[src/rtl/ca1d_engine.sv]
module ca1d_engine #(
  parameter int CELLS = 32,
  parameter int ROWS  = 24,
  localparam int PIX = CELLS * ROWS,
  localparam int AW  = $clog2(PIX),
  localparam int CW  = $clog2(CELLS)
) (
  input  logic          clk,
  input  logic          rst_n,
  input  logic [7:0]    rule_i,
  output logic          mem_we,
  output logic [AW-1:0] mem_addr,
  output logic          mem_wdata,
  output logic          done_o
);

  typedef enum logic [1:0] {S_CLEAR, S_DRAW, S_STEP, S_DONE} st_t;

  localparam logic [CELLS-1:0] SEED = {{(CELLS-1){1'b0}}, 1'b1} << (CELLS / 2);
  localparam logic [AW-1:0]    LAST = AW'(PIX - 1);
  localparam logic [CW-1:0]    LCOL = CW'(CELLS - 1);

  st_t              st;
  logic [AW-1:0]    pix;
  logic [CW-1:0]    col;
  logic [CELLS-1:0] cur, nxt;
  logic [CELLS+1:0] pad;
  logic [7:0]       rule_q;
  logic             restart;

  assign pad     = {1'b0, cur, 1'b0};
  assign restart = (rule_i != rule_q);

  for (genvar i = 0; i < CELLS; i++) begin : g_cell
    assign nxt[i] = rule_q[{pad[i], pad[i+1], pad[i+2]}];
  end

  always_ff @(posedge clk) begin
    if (!rst_n || restart) begin
      st     <= S_CLEAR;
      pix    <= '0;
      col    <= '0;
      cur    <= SEED;
      rule_q <= rule_i;
    end else begin
      case (st)
        S_CLEAR: begin
          if (pix == LAST) begin
            pix <= '0;
            st  <= S_DRAW;
          end else begin
            pix <= pix + 1'b1;
          end
        end
        S_DRAW: begin
          if (pix != LAST) pix <= pix + 1'b1;
          if (col == LCOL) begin
            col <= '0;
            st  <= (pix == LAST) ? S_DONE : S_STEP;
          end else begin
            col <= col + 1'b1;
          end
        end
        S_STEP: begin
          cur <= nxt;
          st  <= S_DRAW;
        end
        default: st <= S_DONE;
      endcase
    end
  end

  assign mem_we    = (st == S_CLEAR) || (st == S_DRAW);
  assign mem_addr  = pix;
  assign mem_wdata = (st == S_DRAW) && cur[col];
  assign done_o    = (st == S_DONE);

  a_r7_quiet_when_done: assert property (@(posedge clk) disable iff (!rst_n)
    done_o |-> !mem_we);

  a_r4_addr_in_range: assert property (@(posedge clk) disable iff (!rst_n)
    mem_we |-> (mem_addr <= LAST));

  a_r4_addr_ascends: assert property (@(posedge clk) disable iff (!rst_n)
    (mem_we && $past(mem_we) && mem_addr != '0) |-> (int'(mem_addr) == int'($past(mem_addr)) + 1));

  a_r6_restart: assert property (@(posedge clk) disable iff (!rst_n)
    restart |=> (mem_we && mem_addr == '0 && !mem_wdata && !done_o));

  a_r7_done_after_last: assert property (@(posedge clk) disable iff (!rst_n)
    $rose(done_o) |-> ($past(mem_we) && $past(mem_addr) == LAST));

  a_r7_done_holds: assert property (@(posedge clk) disable iff (!rst_n)
    (done_o && !restart) |=> done_o);

endmodule

[config.mk]
export PLATFORM = sky130hd
export DESIGN_NAME = ca1d_engine
export DESIGN_NICKNAME = d
export VERILOG_FILES = /design/src/rtl/ca1d_engine.sv
export SDC_FILE = /design/constraint.sdc
export NUM_CORES = 1
export LEC_CHECK = 0
export ABC_AREA = 1
export CAP_MARGIN = 20
export CORE_MARGIN = 5
export CORE_UTILIZATION = 35
export CTS_BUF_LIST = sky130_fd_sc_hd__clkbuf_16
export CTS_CLUSTER_SIZE = 40
export DETAILED_ROUTE_END_ITERATION = 10
export PLACE_DENSITY = 0.64
export REMOVE_ABC_BUFFERS = 1
export SYNTH_ARGS = -nofsm -noshare
export SYNTH_HDL_FRONTEND = slang
export SYNTH_SLANG_ARGS = --single-unit
[constraint.sdc]
create_clock -name clk -period 1.4 [get_ports clk]
set_input_delay 0.14 -clock clk [delete_from_list [all_inputs] [get_ports clk]]
set_output_delay 0.14 -clock clk [all_outputs]
set_load 0.02 [all_outputs]
* Word level (Yosys, flattened, before mapping)
Cells that the tools add are included.
** Storage, ports and cells
- Register bits after elaboration :: 57
- Memories :: 0
- Output and inout bits :: 13
- Memory bits (read-only) :: 0
- Bits in latches :: 0
- Input bits :: 10
- Memory bits (writable) :: 0
** Cells by class
- $mul :: 0
- Magnitude comparators :: 33
- Add/sub/neg operators :: 2
- Shift-type cells :: 0
- Equality and inequality tests :: 10
- Bitwise gates (word level) :: 0
- Divide/modulo/power cells :: 0
- Reduce and logical (&&, ||, !) cells :: 8
- Muxes and demuxes :: 74
** Operators by type and width (count)
- $lt 3x4->1 const B :: 31
- $bmux 1 s3 :: 30
- $mux 1 :: 34
- $mux 10 :: 2
- $pmux 10 s2 :: 1
- $add 10x1->10 const B :: 1
- $eq 10x10->1 const B :: 1
- $ne 10x10->1 const B :: 1
- $ne 8x8->1 :: 1
- $lt 5x6->1 const B :: 1
- $ne 2x2->1 const B :: 3
- $pmux 2 s3 :: 1
- $add 5x1->5 const B :: 1
- $bmux 1 s5 :: 1
- $eq 5x5->1 const B :: 1
- $mux 5 :: 1
- $bmux 1 s2 :: 2
- $eq 2x2->1 const B :: 2
- $lt 2x4->1 const B :: 1
- $mux 2 :: 2
- $reduce_and 2->1 :: 2
- $eq 2x1->1 const B :: 1
- $logic_not 2->1 :: 1
- $logic_or 1x1->1 :: 2
- 3 further kinds :: 3

* Logic depth before layout (Yosys ltp)
Gate-level depths: netlist of the first run.
- Depth in word-level cells :: 4
- Mapped depth :: 10
- Mapped depth without buffers :: 9

* Worst setup path after synthesis of the first run
No wires, ideal clock.
- Kind :: register to register
- Start :: register pix[1], in the netlist mem_addr[1]
- End :: register pix[9], in the netlist mem_addr[9]
- Stages on the path, launching flop included :: 9
- Arrival :: 1.542 ns
- Clock period less this slack :: 1.608 ns
- Setup slack :: -0.208 ns
- Cells stage by stage :: dfxtp_1 ha_1 nand2_1 nor2_2 nand4_1 nand2_1 buf_4 nand3_1 a21oi_2
** Between the ends
- Longest elaborated chain between the ends :: 3
- Elaborated cells between the ends (all ways) :: 8
- Those cells by class :: add/sub (1); eq/ne (3); mux (3); reduce/logical (1)
** RTL lines
- start, declared :: line 24 : logic [AW-1:0] pix;
- start signal, assigned :: line 52 : pix <= pix + 1'b1;
- start signal, assigned :: line 56 : if (pix != LAST) pix <= pix + 1'b1;
- $add 10x1->10 (tied with other cells) :: line 52, 56
- $mux 10 (tied with other cells) :: line 56
- $pmux 10 s2 or $reduce_and 2->1 (tied branches)
Several ways; a longest one is shown, not always the timed one. The select of a mux whose other input is x is not followed.
A chain may end at the register's enable or synchronous reset.

* Worst setup path in the final report of the first run
- Start :: register col[0]
- End :: output mem_wdata
** Between the ends
- Longest elaborated chain between the ends :: 3
** RTL lines
- start, declared :: line 25 : logic [CW-1:0] col;
- start signal, assigned :: line 61 : col <= col + 1'b1;
- $bmux 1 s5 :: line 75 : assign mem_wdata = (st == S_DRAW) && cur[col];
- $mux 1 (implied by the code) :: line 75
- $logic_and 1x1->1 :: line 75
- end, declared :: line 13 : output logic mem_wdata,
No other way between the ends. The select of a mux whose other input is x is not followed.

==> impl_metrics.env, run 1 <==
export IMPL_drv_cap=0
export IMPL_ys_types=33
export IMPL_grt_pass1_wl_um=25200
export IMPL_drcViolationCount=0
export IMPL_port_buffers=22
export IMPL_skew_ns=0.00717
export IMPL_io_pins=23
export IMPL_via_per_inst=5.51
export IMPL_rsz0062_at_grt="true"
export IMPL_dp_hpwl_um=10000
export IMPL_worst_setup_path_end_kind="output port"
export IMPL_grt_antenna_before_repair=0
export IMPL_violations="negative setup slack"
export IMPL_antennaDiodeCount=0
export IMPL_cts_hold_buf=0
export IMPL_p_leak_uw=0.00292
export IMPL_synth_edf_count=8
export IMPL_initial_core_util_pct=35.2
export IMPL_final_util_pct=53.1
export IMPL_fin_tns_setup_ns=-6.34
export IMPL_drt_iter0_markers=659
export IMPL_ff2ff_setup_slack_ns=-0.23
export IMPL_synthArstFlopShare_pct=0
export IMPL_numCtsBuffers=9
export IMPL_clk_latency_ns=0.34
export IMPL_fp_row_count=42
export IMPL_status="complete, but fails checks"
export IMPL_die_area_um2=15600
export IMPL_hold_viol_final=0
export IMPL_grt_usage_pct=19.6
export IMPL_syn_avg_cell_area_um2=6.01
export IMPL_drv_slew=0
export IMPL_synthCells=767
export IMPL_drt_total_wl_um=17100
export IMPL_syn_area_um2=4610
export IMPL_worstReg2RegEnd="cur[15]"
export IMPL_grt_max_degree=52
export IMPL_worst_pin_slew_ns=0.342
export IMPL_clkSinkCount=57
export IMPL_critPathCapture="mem_wdata"
export IMPL_setup_viol=56
export IMPL_setup_ws_ns=-0.388
export IMPL_cts_root_buffer="clkbuf_16"
export IMPL_areaGrowthSynthToFinish_pct=50.7
export IMPL_num_vias=5799
export IMPL_worst_endpoint_required_ns=1.26
export IMPL_drt_wirelength_per_cell_um=16.3
export IMPL_ys_flop_type="dfxtp_1"
export IMPL_yosys_warnings=0
export IMPL_die_height_um=125
export IMPL_p_per_area_nw_per_um2=661
export IMPL_r2r_cells=8
export IMPL_criticalPathCategory="reg2out"
export IMPL_cts_tree="yes"
export IMPL_relSlewSlack_pct=77.1
export IMPL_h_tree_depth=3
export IMPL_grt_pass1_vias=5065
export IMPL_fin_crit_sh_pct=128
export IMPL_r2r_start="rule_q[6]"
export IMPL_final_antenna_net_count=0
export IMPL_core_area_um2=13100
export IMPL_gp_congestion=0.881
export IMPL_nets=885
export IMPL_path_max_fanout=8
export IMPL_clockBufferDepth=2
export IMPL_fmaxAchievable_mhz=559
export IMPL_drive_gt1_share_pct=31.8
export IMPL_drt_first_pass_iters=6
export IMPL_crit_arrival_ns=1.65
export IMPL_hold_path_class="in2reg"
export IMPL_ys_ff_latch=57
export IMPL_cp_startpoint="col[0]"
export IMPL_clkTransAtPathRegs_ns=0.06
export IMPL_fp_dieW_um=125
export IMPL_synth_seq_area_share_pct=26.5
export IMPL_grt_overflow_total=0
export IMPL_startpoint_type="flip-flop"
export IMPL_period_minus_slack_ns=1.79
export IMPL_vdd_drop_max_v=0.000670
[through the flow]
| step | std cells | setup WS, ns | instance area (um^2) | total power (uW) | hold slack (ns) |
|---|---|---|---|---|---|
| after CTS | 1032 | -0.301 | 6120 | 4530 | 0.393 |
| after detailed placement | 1010 | -0.421 | 5600 | 2070 | 0.496 |
| after global routing | 1053 | -0.442 | 6940 | 4730 | 0.399 |
| final | 1053 | -0.388 | 6940 | 4590 | 0.401 |
| after global placement | 1010 | -0.432 | 5600 | 2070 | 0.489 |
| after floorplan | 718 | -0.619 | 4380 | 1900 | 0.239 |
[Yosys cell counts, drive strengths merged (7+ instances only)]
cell type	number	area, um^2
xor2	7	61.3
dfxtp	49	981
inv	76	285
edfxtp	8	240
buf	20	118
o211ai	71	533
nand4	9	56.3
a21oi	51	278
nand2	233	875
clkbuf	29	109
nor2	62	250
o21ai	52	264
nand3	79	400
[layer usage]
metal | vias up | global-route usage [%] | share of wire (%)
met4 | 0 | 6.90 | 3.1
met1 | 2611 | 26.7 | 42
met5 | - | 0 | 0
met2 | 317 | 30.3 | 45
met3 | 64 | 4.50 | 10
li1 | 2807 | - | -
[power by group]
part           switching, uW  internal, uW
combinational            282           211
clock                    856          1550
sequential              13.4          1670
total                   1150          3430
[flip-flops by register name, indices dropped and copies added, names as in the netlist]
| signal | count |
|---|---|
| mem_addr | 10 |
| st | 2 |
| rule_q | 8 |
| col | 5 |
| cur | 32 |
[cell type report]
type / count / area, um^2
Inverter: 79 / 310
Multi-Input combinational cell: 582 / 3410
Sequential cell: 57 / 1230
Fill cell: 1209 / 6140
Tap cell: 176 / 220
Clock inverter: 7 / 95.1
Timing Repair Buffer: 143 / 1450
Clock buffer: 9 / 225
[cell families (layout without fill, tap and decap cells)]
kind of cell / after synthesis / count (layout) / synth area share (%)
buffers and inverters: 128 / 238 / 11.3
AND/OR/NAND/NOR: 389 / 389 / 35.2
AO/OA/AOI/OAI: 183 / 183 / 24.8
XOR/XNOR: 7 / 7 / 1.33
adder cells (fa/ha/maj): 3 / 3 / 0.815
flip-flops: 57 / 57 / 26.5
[how the worst min path moves through the flow]
stage,start,to,slack (ns),cells after the start
3_5_place_dp,mem_addr[8],mem_addr[8],0.50,2
6_report,rule_i[2],rule_q[2],0.40,1
2_1_floorplan,rule_i[0],rule_q[0],0.24,0
4_1_cts,rule_i[6],rule_q[6],0.39,1
3_3_place_gp,mem_addr[8],mem_addr[8],0.49,2
5_1_grt,rule_i[2],rule_q[2],0.40,1
[cells in the final DEF (no fill, tap or decap), drive strengths merged, types with 4 or more instances in the layout]
cell / instances
clkinvlp: 4
xor2: 7
nand2: 233
nor2: 62
dfxtp: 49
clkdlybuf4s50: 9
edfxtp: 8
a21oi: 51
o21ai: 52
a211oi: 5
nand3: 79
nand4: 9
buf: 116
clkbuf: 14
o211ai: 71
dlygate4sd2: 10
inv: 77
[repair_timing]
| item | 4_1_cts | 5_1_grt |
|---|---|---|
| pin swaps | 10 | 68 |
| resized for setup | 42 | 176 |
| cloned | 4 | 8 |
| setup buffers | 3 | 16 |
| endpoints found under the setup margin | 30 | 59 |
[critical path, stage by stage, from the launching register on]
cell and delay (ns):
dfxtp_4 0.36, inv_4 0.08, clkbuf_16 0.15, nand2_2 0.05, nand3_2 0.06, nand2_1 0.06, nand2_1 0.06, nand2_1 0.05
nor2_1 0.12, nor2_1 0.06, nor2_1 0.11, buf_4 0.16
No activity file was read; power rests on OpenSTA's default activity.
==> run 2: changes to the inputs <==
- CORE_UTILIZATION: 35 -> 50
- PLACE_DENSITY: 0.64 -> 0.82
==> run 2 against run 1 <==
Against the previous run:
- the flow still finishes with violations (negative setup slack)
- sequential cell count did not move
- global-route usage is 11 points higher
- non-clock buffer count decreased by 7
- clock power decreased by 12%
- fmax rose by 7.0%
- critical endpoint unchanged
- via count grew 8.6%
- highest routed layer unchanged
==> impl_metrics.env, run 2 (synthesis results as in run 1) <==
export IMPL_clkTransAtPathRegs_ns=0.05
export IMPL_nets=878
export IMPL_numCtsBuffers=9
export IMPL_vdd_drop_max_v=0.000589
export IMPL_setup_ws_ns=-0.271
export IMPL_port_buffers=22
export IMPL_drt_total_wl_um=18500
export IMPL_grt_max_degree=30
export IMPL_io_pins=23
export IMPL_fillers=614
export IMPL_die_area_um2=11200
export IMPL_final_util_pct=72.9
export IMPL_top_register="cur"
export IMPL_drive_gt1_share_pct=28.2
export IMPL_period_minus_slack_ns=1.67
export IMPL_final_common_cell="nand2_1"
export IMPL_path_max_fanout=8
export IMPL_drcViolationCount=0
export IMPL_via_per_inst=6.42
export IMPL_cts_tree="yes"
export IMPL_startpoint_type="flip-flop"
export IMPL_r2r_cells=11
export IMPL_violations="negative setup slack"
export IMPL_fin_hold_ws_ns=0.409
export IMPL_core_area_um2=9110
export IMPL_place_ws_ns=-0.439
export IMPL_final_antenna_net_count=0
export IMPL_criticalPathCategory="reg2out"
export IMPL_areaGrowthSynthToFinish_pct=44.0
export IMPL_die_height_um=106
export IMPL_reg_top3="cur x32, mem_addr x10, rule_q x8"
export IMPL_p_per_area_nw_per_um2=647
export IMPL_grt_overflow_total=0
export IMPL_clockBufferDepth=2
export IMPL_largest_reg_flops=32
export IMPL_relSlewSlack_pct=72.1
export IMPL_worst_pin_slew_ns=0.417
export IMPL_final_cell_mix="nand2_1, buf_4, o211ai_1, nand3_1, inv_1"
export IMPL_clkSinkCount=57
export IMPL_worst_setup_path_end_kind="output port"
export IMPL_total_power_uw=4290
export IMPL_status="complete, but fails checks"
export IMPL_r2r_start="rule_q[1]"
export IMPL_fp_row_count=35
export IMPL_grt_antenna_before_repair=0
export IMPL_grt_usage_pct=31.0
export IMPL_hold_start="rule_i[6]"
export IMPL_p_leak_uw=0.00282
export IMPL_drv_slew=0
export IMPL_finalInstanceArea_um2=6640
export IMPL_hold_viol_final=0
export IMPL_rsz0062_at_grt="true"
export IMPL_dp_hpwl_um=10500
export IMPL_cts_root_buffer="clkbuf_16"
export IMPL_cts_hold_buf=0
export IMPL_initial_core_util_pct=50.6
export IMPL_grt_pass1_wl_um=28100
export IMPL_num_vias=6298
export IMPL_drt_first_pass_iters=6
export IMPL_antennaDiodeCount=0
export IMPL_placed_area_um2=5530
export IMPL_drt_iter0_markers=906
export IMPL_fmaxAchievable_mhz=598
export IMPL_drv_cap=0
export IMPL_skew_ns=0.00743
export IMPL_fp_dieW_um=106
export IMPL_worstHoldPathCells=1
export IMPL_gp_congestion=0.951
export IMPL_cp_startpoint="col[0]"
export IMPL_h_tree_depth=3
export IMPL_grt_pass1_vias=5818
export IMPL_setup_viol=58
export IMPL_clk_latency_ns=0.34
export IMPL_fin_crit_sh_pct=119
export IMPL_drt_wirelength_per_cell_um=18.8
export IMPL_hold_path_class="in2reg"
export IMPL_worst_endpoint_required_ns=1.26
export IMPL_crit_arrival_ns=1.53
[run 2: cell count changes in the layout (fill, tap and decap cells not counted), sizes merged, moves of 2 or more]
cell / before / now
clkbuf: 14 / 11
clkinv: 3 / 8
clkdlybuf4s15: 2 / 0
buf: 116 / 113
clkinvlp: 4 / 0
[run 2: cell type report]
cell class / count / area [um^2] / share of cell area (%)
Timing Repair Buffer: 136 / 1370 / 20.7
Clock inverter: 7 / 53.8 / 0.811
Inverter: 79 / 303 / 4.56
Clock buffer: 9 / 225 / 3.39
Tap cell: 111 / 139 / 2.09
Multi-Input combinational cell: 582 / 3320 / 50.0
Sequential cell: 57 / 1230 / 18.5
[run 2: timing repair]
item,CTS,global route
endpoints found under the setup margin,54,59
pin swaps,24,38
setup buffers,10,5
resized for setup,82,102
cloned,7,0
[run 2: path summary, 6_finish.rpt]
path	endpoint	slack (ns)
worst min-delay path	rule_q[6]	0.41
worst min register to register	mem_addr[8]	0.51
worst max-delay path	mem_wdata	-0.27
worst max register to register	cur[24]	-0.25
[run 2: worst max-delay path, cell delays in order, from the launching register on]
cell	delay [ns]
dfxtp_4	0.36
inv_4	0.07
buf_6	0.14
nand2_2	0.06
nand3_2	0.06
nand3_2	0.08
nand2_1	0.06
nand2_1	0.04
nand2_1	0.05
nand2_1	0.05
nor2_2	0.10
buf_6	0.12
[run 2: metal layers]
metal	vias to the layer above	global-route usage [%]	share of wire, %
met5	-	0	0
li1	2787	-	-
met3	163	8.86	13
met2	539	50.7	45
met4	0	16.9	6.9
met1	2809	36.6	35
[run 2: metrics by stage]
stage	std cells	TNS [ns]
2_1_floorplan	718	-29.00
3_3_place_gp	946	-9.23
3_5_place_dp	946	-12.06
4_1_cts	977	-3.45
5_1_grt	981	-13.88
6_report	981	-9.80
[run 2: report_power, final]
group	leakage (uW)	total, uW	switching, uW	internal, uW
Combinational	0.00220	480	287	193
Clock	0.000141	2130	788	1340
Sequential	0.000481	1680	12.6	1670
==> run 3: changes to the inputs <==
- CELL_PAD_IN_SITES_DETAIL_PLACEMENT: default -> 1
- CELL_PAD_IN_SITES_GLOBAL_PLACEMENT: default -> 2
- CORE_UTILIZATION: 50 -> 30
- PLACE_DENSITY: 0.82 -> 0.89
==> run 3 against run 2 <==
Against the previous run:
- the flow still finishes with violations (negative setup slack)
- die area is 60% higher
- routed wire length is 14% higher
- combinational power grew 3%
- via count is 5.5% lower
- register-to-register slack improved by 0.04 ns
- final area is 2.0% higher
- utilization fell by 28 points
- power up 6.9%
- critical endpoint unchanged
==> impl_metrics.env, run 3 (synthesis results as in run 1) <==
export IMPL_fillers=1913
export IMPL_drv_slew=0
export IMPL_core_area_um2=15100
export IMPL_finalInstanceArea_um2=6770
export IMPL_r2r_start="rule_q[6]"
export IMPL_criticalPathCategory="reg2out"
export IMPL_die_height_um=134
export IMPL_grt_pass1_wl_um=29800
export IMPL_nets=885
export IMPL_status="complete, but fails checks"
export IMPL_p_per_area_nw_per_um2=678
export IMPL_port_buffers=22
export IMPL_worstReg2RegEnd="mem_addr[0]"
export IMPL_initial_core_util_pct=30.4
export IMPL_cp_startpoint="col[2]"
export IMPL_worst_endpoint_required_ns=1.26
export IMPL_numCtsBuffers=9
export IMPL_period_minus_slack_ns=1.80
export IMPL_crit_arrival_ns=1.66
export IMPL_clk_latency_ns=0.34
export IMPL_h_tree_depth=3
export IMPL_final_cell_mix="nand2_1, buf_4, o211ai_1, nand3_1, inv_1"
export IMPL_fp_dieW_um=134
export IMPL_grt_overflow_total=0
export IMPL_p_leak_uw=0.00279
export IMPL_grt_usage_pct=20.6
export IMPL_fin_crit_sh_pct=129
export IMPL_num_vias=5950
export IMPL_fp_row_count=45
export IMPL_grt_pass1_vias=5687
export IMPL_cts_tree="yes"
export IMPL_rsz0062_at_grt="true"
export IMPL_drt_iter0_markers=480
export IMPL_worstHoldPathCells=1
export IMPL_placed_area_um2=5630
export IMPL_die_area_um2=17900
export IMPL_via_per_inst=5.59
export IMPL_fmaxAchievable_mhz=556
export IMPL_top_register="cur"
export IMPL_skew_ns=0.00605
export IMPL_final_common_cell="nand2_1"
export IMPL_r2r_cells=8
export IMPL_final_antenna_net_count=0
export IMPL_cts_root_buffer="clkbuf_16"
export IMPL_areaGrowthSynthToFinish_pct=46.8
export IMPL_clockBufferDepth=2
export IMPL_hold_viol_final=0
export IMPL_antennaDiodeCount=0
export IMPL_grt_antenna_before_repair=0
export IMPL_io_pins=23
export IMPL_place_ws_ns=-0.496
export IMPL_clkTransAtPathRegs_ns=0.06
export IMPL_relSlewSlack_pct=74.8
export IMPL_worst_setup_path_end_kind="output port"
export IMPL_violations="negative setup slack"
export IMPL_critPathCapture="mem_wdata"
export IMPL_drt_total_wl_um=21000
export IMPL_path_max_fanout=6
export IMPL_drive_gt1_share_pct=30.0
export IMPL_drv_cap=0
export IMPL_hold_path_class="in2reg"
export IMPL_worst_pin_slew_ns=0.377
export IMPL_gp_congestion=0.832
export IMPL_ff2ff_setup_slack_ns=-0.21
export IMPL_vdd_drop_max_v=0.000471
export IMPL_drt_first_pass_iters=5
export IMPL_clkSinkCount=57
export IMPL_drt_wirelength_per_cell_um=19.7
export IMPL_setup_ws_ns=-0.400
export IMPL_largest_reg_flops=32
export IMPL_dp_hpwl_um=12500
export IMPL_startpoint_type="flip-flop"
export IMPL_grt_max_degree=36
export IMPL_reg_top3="cur x32, mem_addr x10, rule_q x8"
export IMPL_setup_viol=58
export IMPL_drcViolationCount=0
## run 3: cell count changes in the layout (fill, tap and decap cells not counted), sizes merged
cell / delta
clkdlybuf4s15: +1
clkbuf: +2
clkinv: -3
bufinv: +1
inv: -1
clkinvlp: +3
buf: +5
bufbuf: -1
## run 3: power by group
| group | switching (uW) | leakage, uW | internal [uW] |
|---|---|---|---|
| registers | 12.7 | 0.000481 | 1670 |
| logic | 301 | 0.00215 | 195 |
| clock network | 870 | 0.000150 | 1540 |
## run 3: how the worst min path moves through the flow
stage,startpoint,endpoint,slack (ns)
2_1_floorplan,rule_i[0],rule_q[0],0.24
3_3_place_gp,mem_addr[8],mem_addr[8],0.50
3_5_place_dp,mem_addr[8],mem_addr[8],0.50
4_1_cts,rule_i[7],rule_q[7],0.41
5_1_grt,rule_i[1],rule_q[1],0.42
6_report,rule_i[7],rule_q[7],0.42
## run 3: per-layer routing
layer  up-vias  routed length (um)  track usage, %
met5         -                   0               0
met4         0                 512            6.69
met3        43                1140            3.30
met2       185               10300            34.9
met1      2925                9020            26.9
li1       2797                   -               -
## run 3: final cells by class
| type | count | area [um^2] | share of cell area, % |
|---|---|---|---|
| Tap cell | 188 | 235 | 3.48 |
| Multi-Input combinational cell | 582 | 3320 | 49.0 |
| Sequential cell | 57 | 1230 | 18.1 |
| Clock inverter | 7 | 85.1 | 1.26 |
| Inverter | 79 | 304 | 4.49 |
| Timing Repair Buffer | 143 | 1380 | 20.3 |
| Clock buffer | 9 | 225 | 3.33 |
## run 3: repair_timing
| action | CTS | global route |
|---|---|---|
| hold buffers | 0 | 0 |
| endpoints found under the hold margin | 0 | 0 |
| gates cloned | 2 | 5 |
| gates resized for setup | 73 | 112 |
| buffers inserted | 4 | 16 |
| endpoints found under the setup margin | 69 | 59 |
| pin swaps | 11 | 43 |
## run 3: through the flow
stage	setup TNS, ns	utilization (%)	total power [uW]	hold slack [ns]	std cells
after floorplan	-29.00	-	1900	0.239	718
after global placement	-11.50	37.2	2090	0.497	1025
after detailed placement	-15.11	37.2	2100	0.500	1025
after CTS	-7.28	40.7	4530	0.405	1046
after global routing	-11.55	44.7	4730	0.415	1065
final	-8.46	44.7	4590	0.417	1065
## run 3: worst max-delay path, stage by stage (launching register included)
cell and delay, ns:
dfxtp_1 0.45, nand2_1 0.14, inv_1 0.12, nand2_2 0.06, nor2_2 0.11, nor2_2 0.05, nand2_1 0.05, nand2_1 0.06
nor2_2 0.13, buf_6 0.14
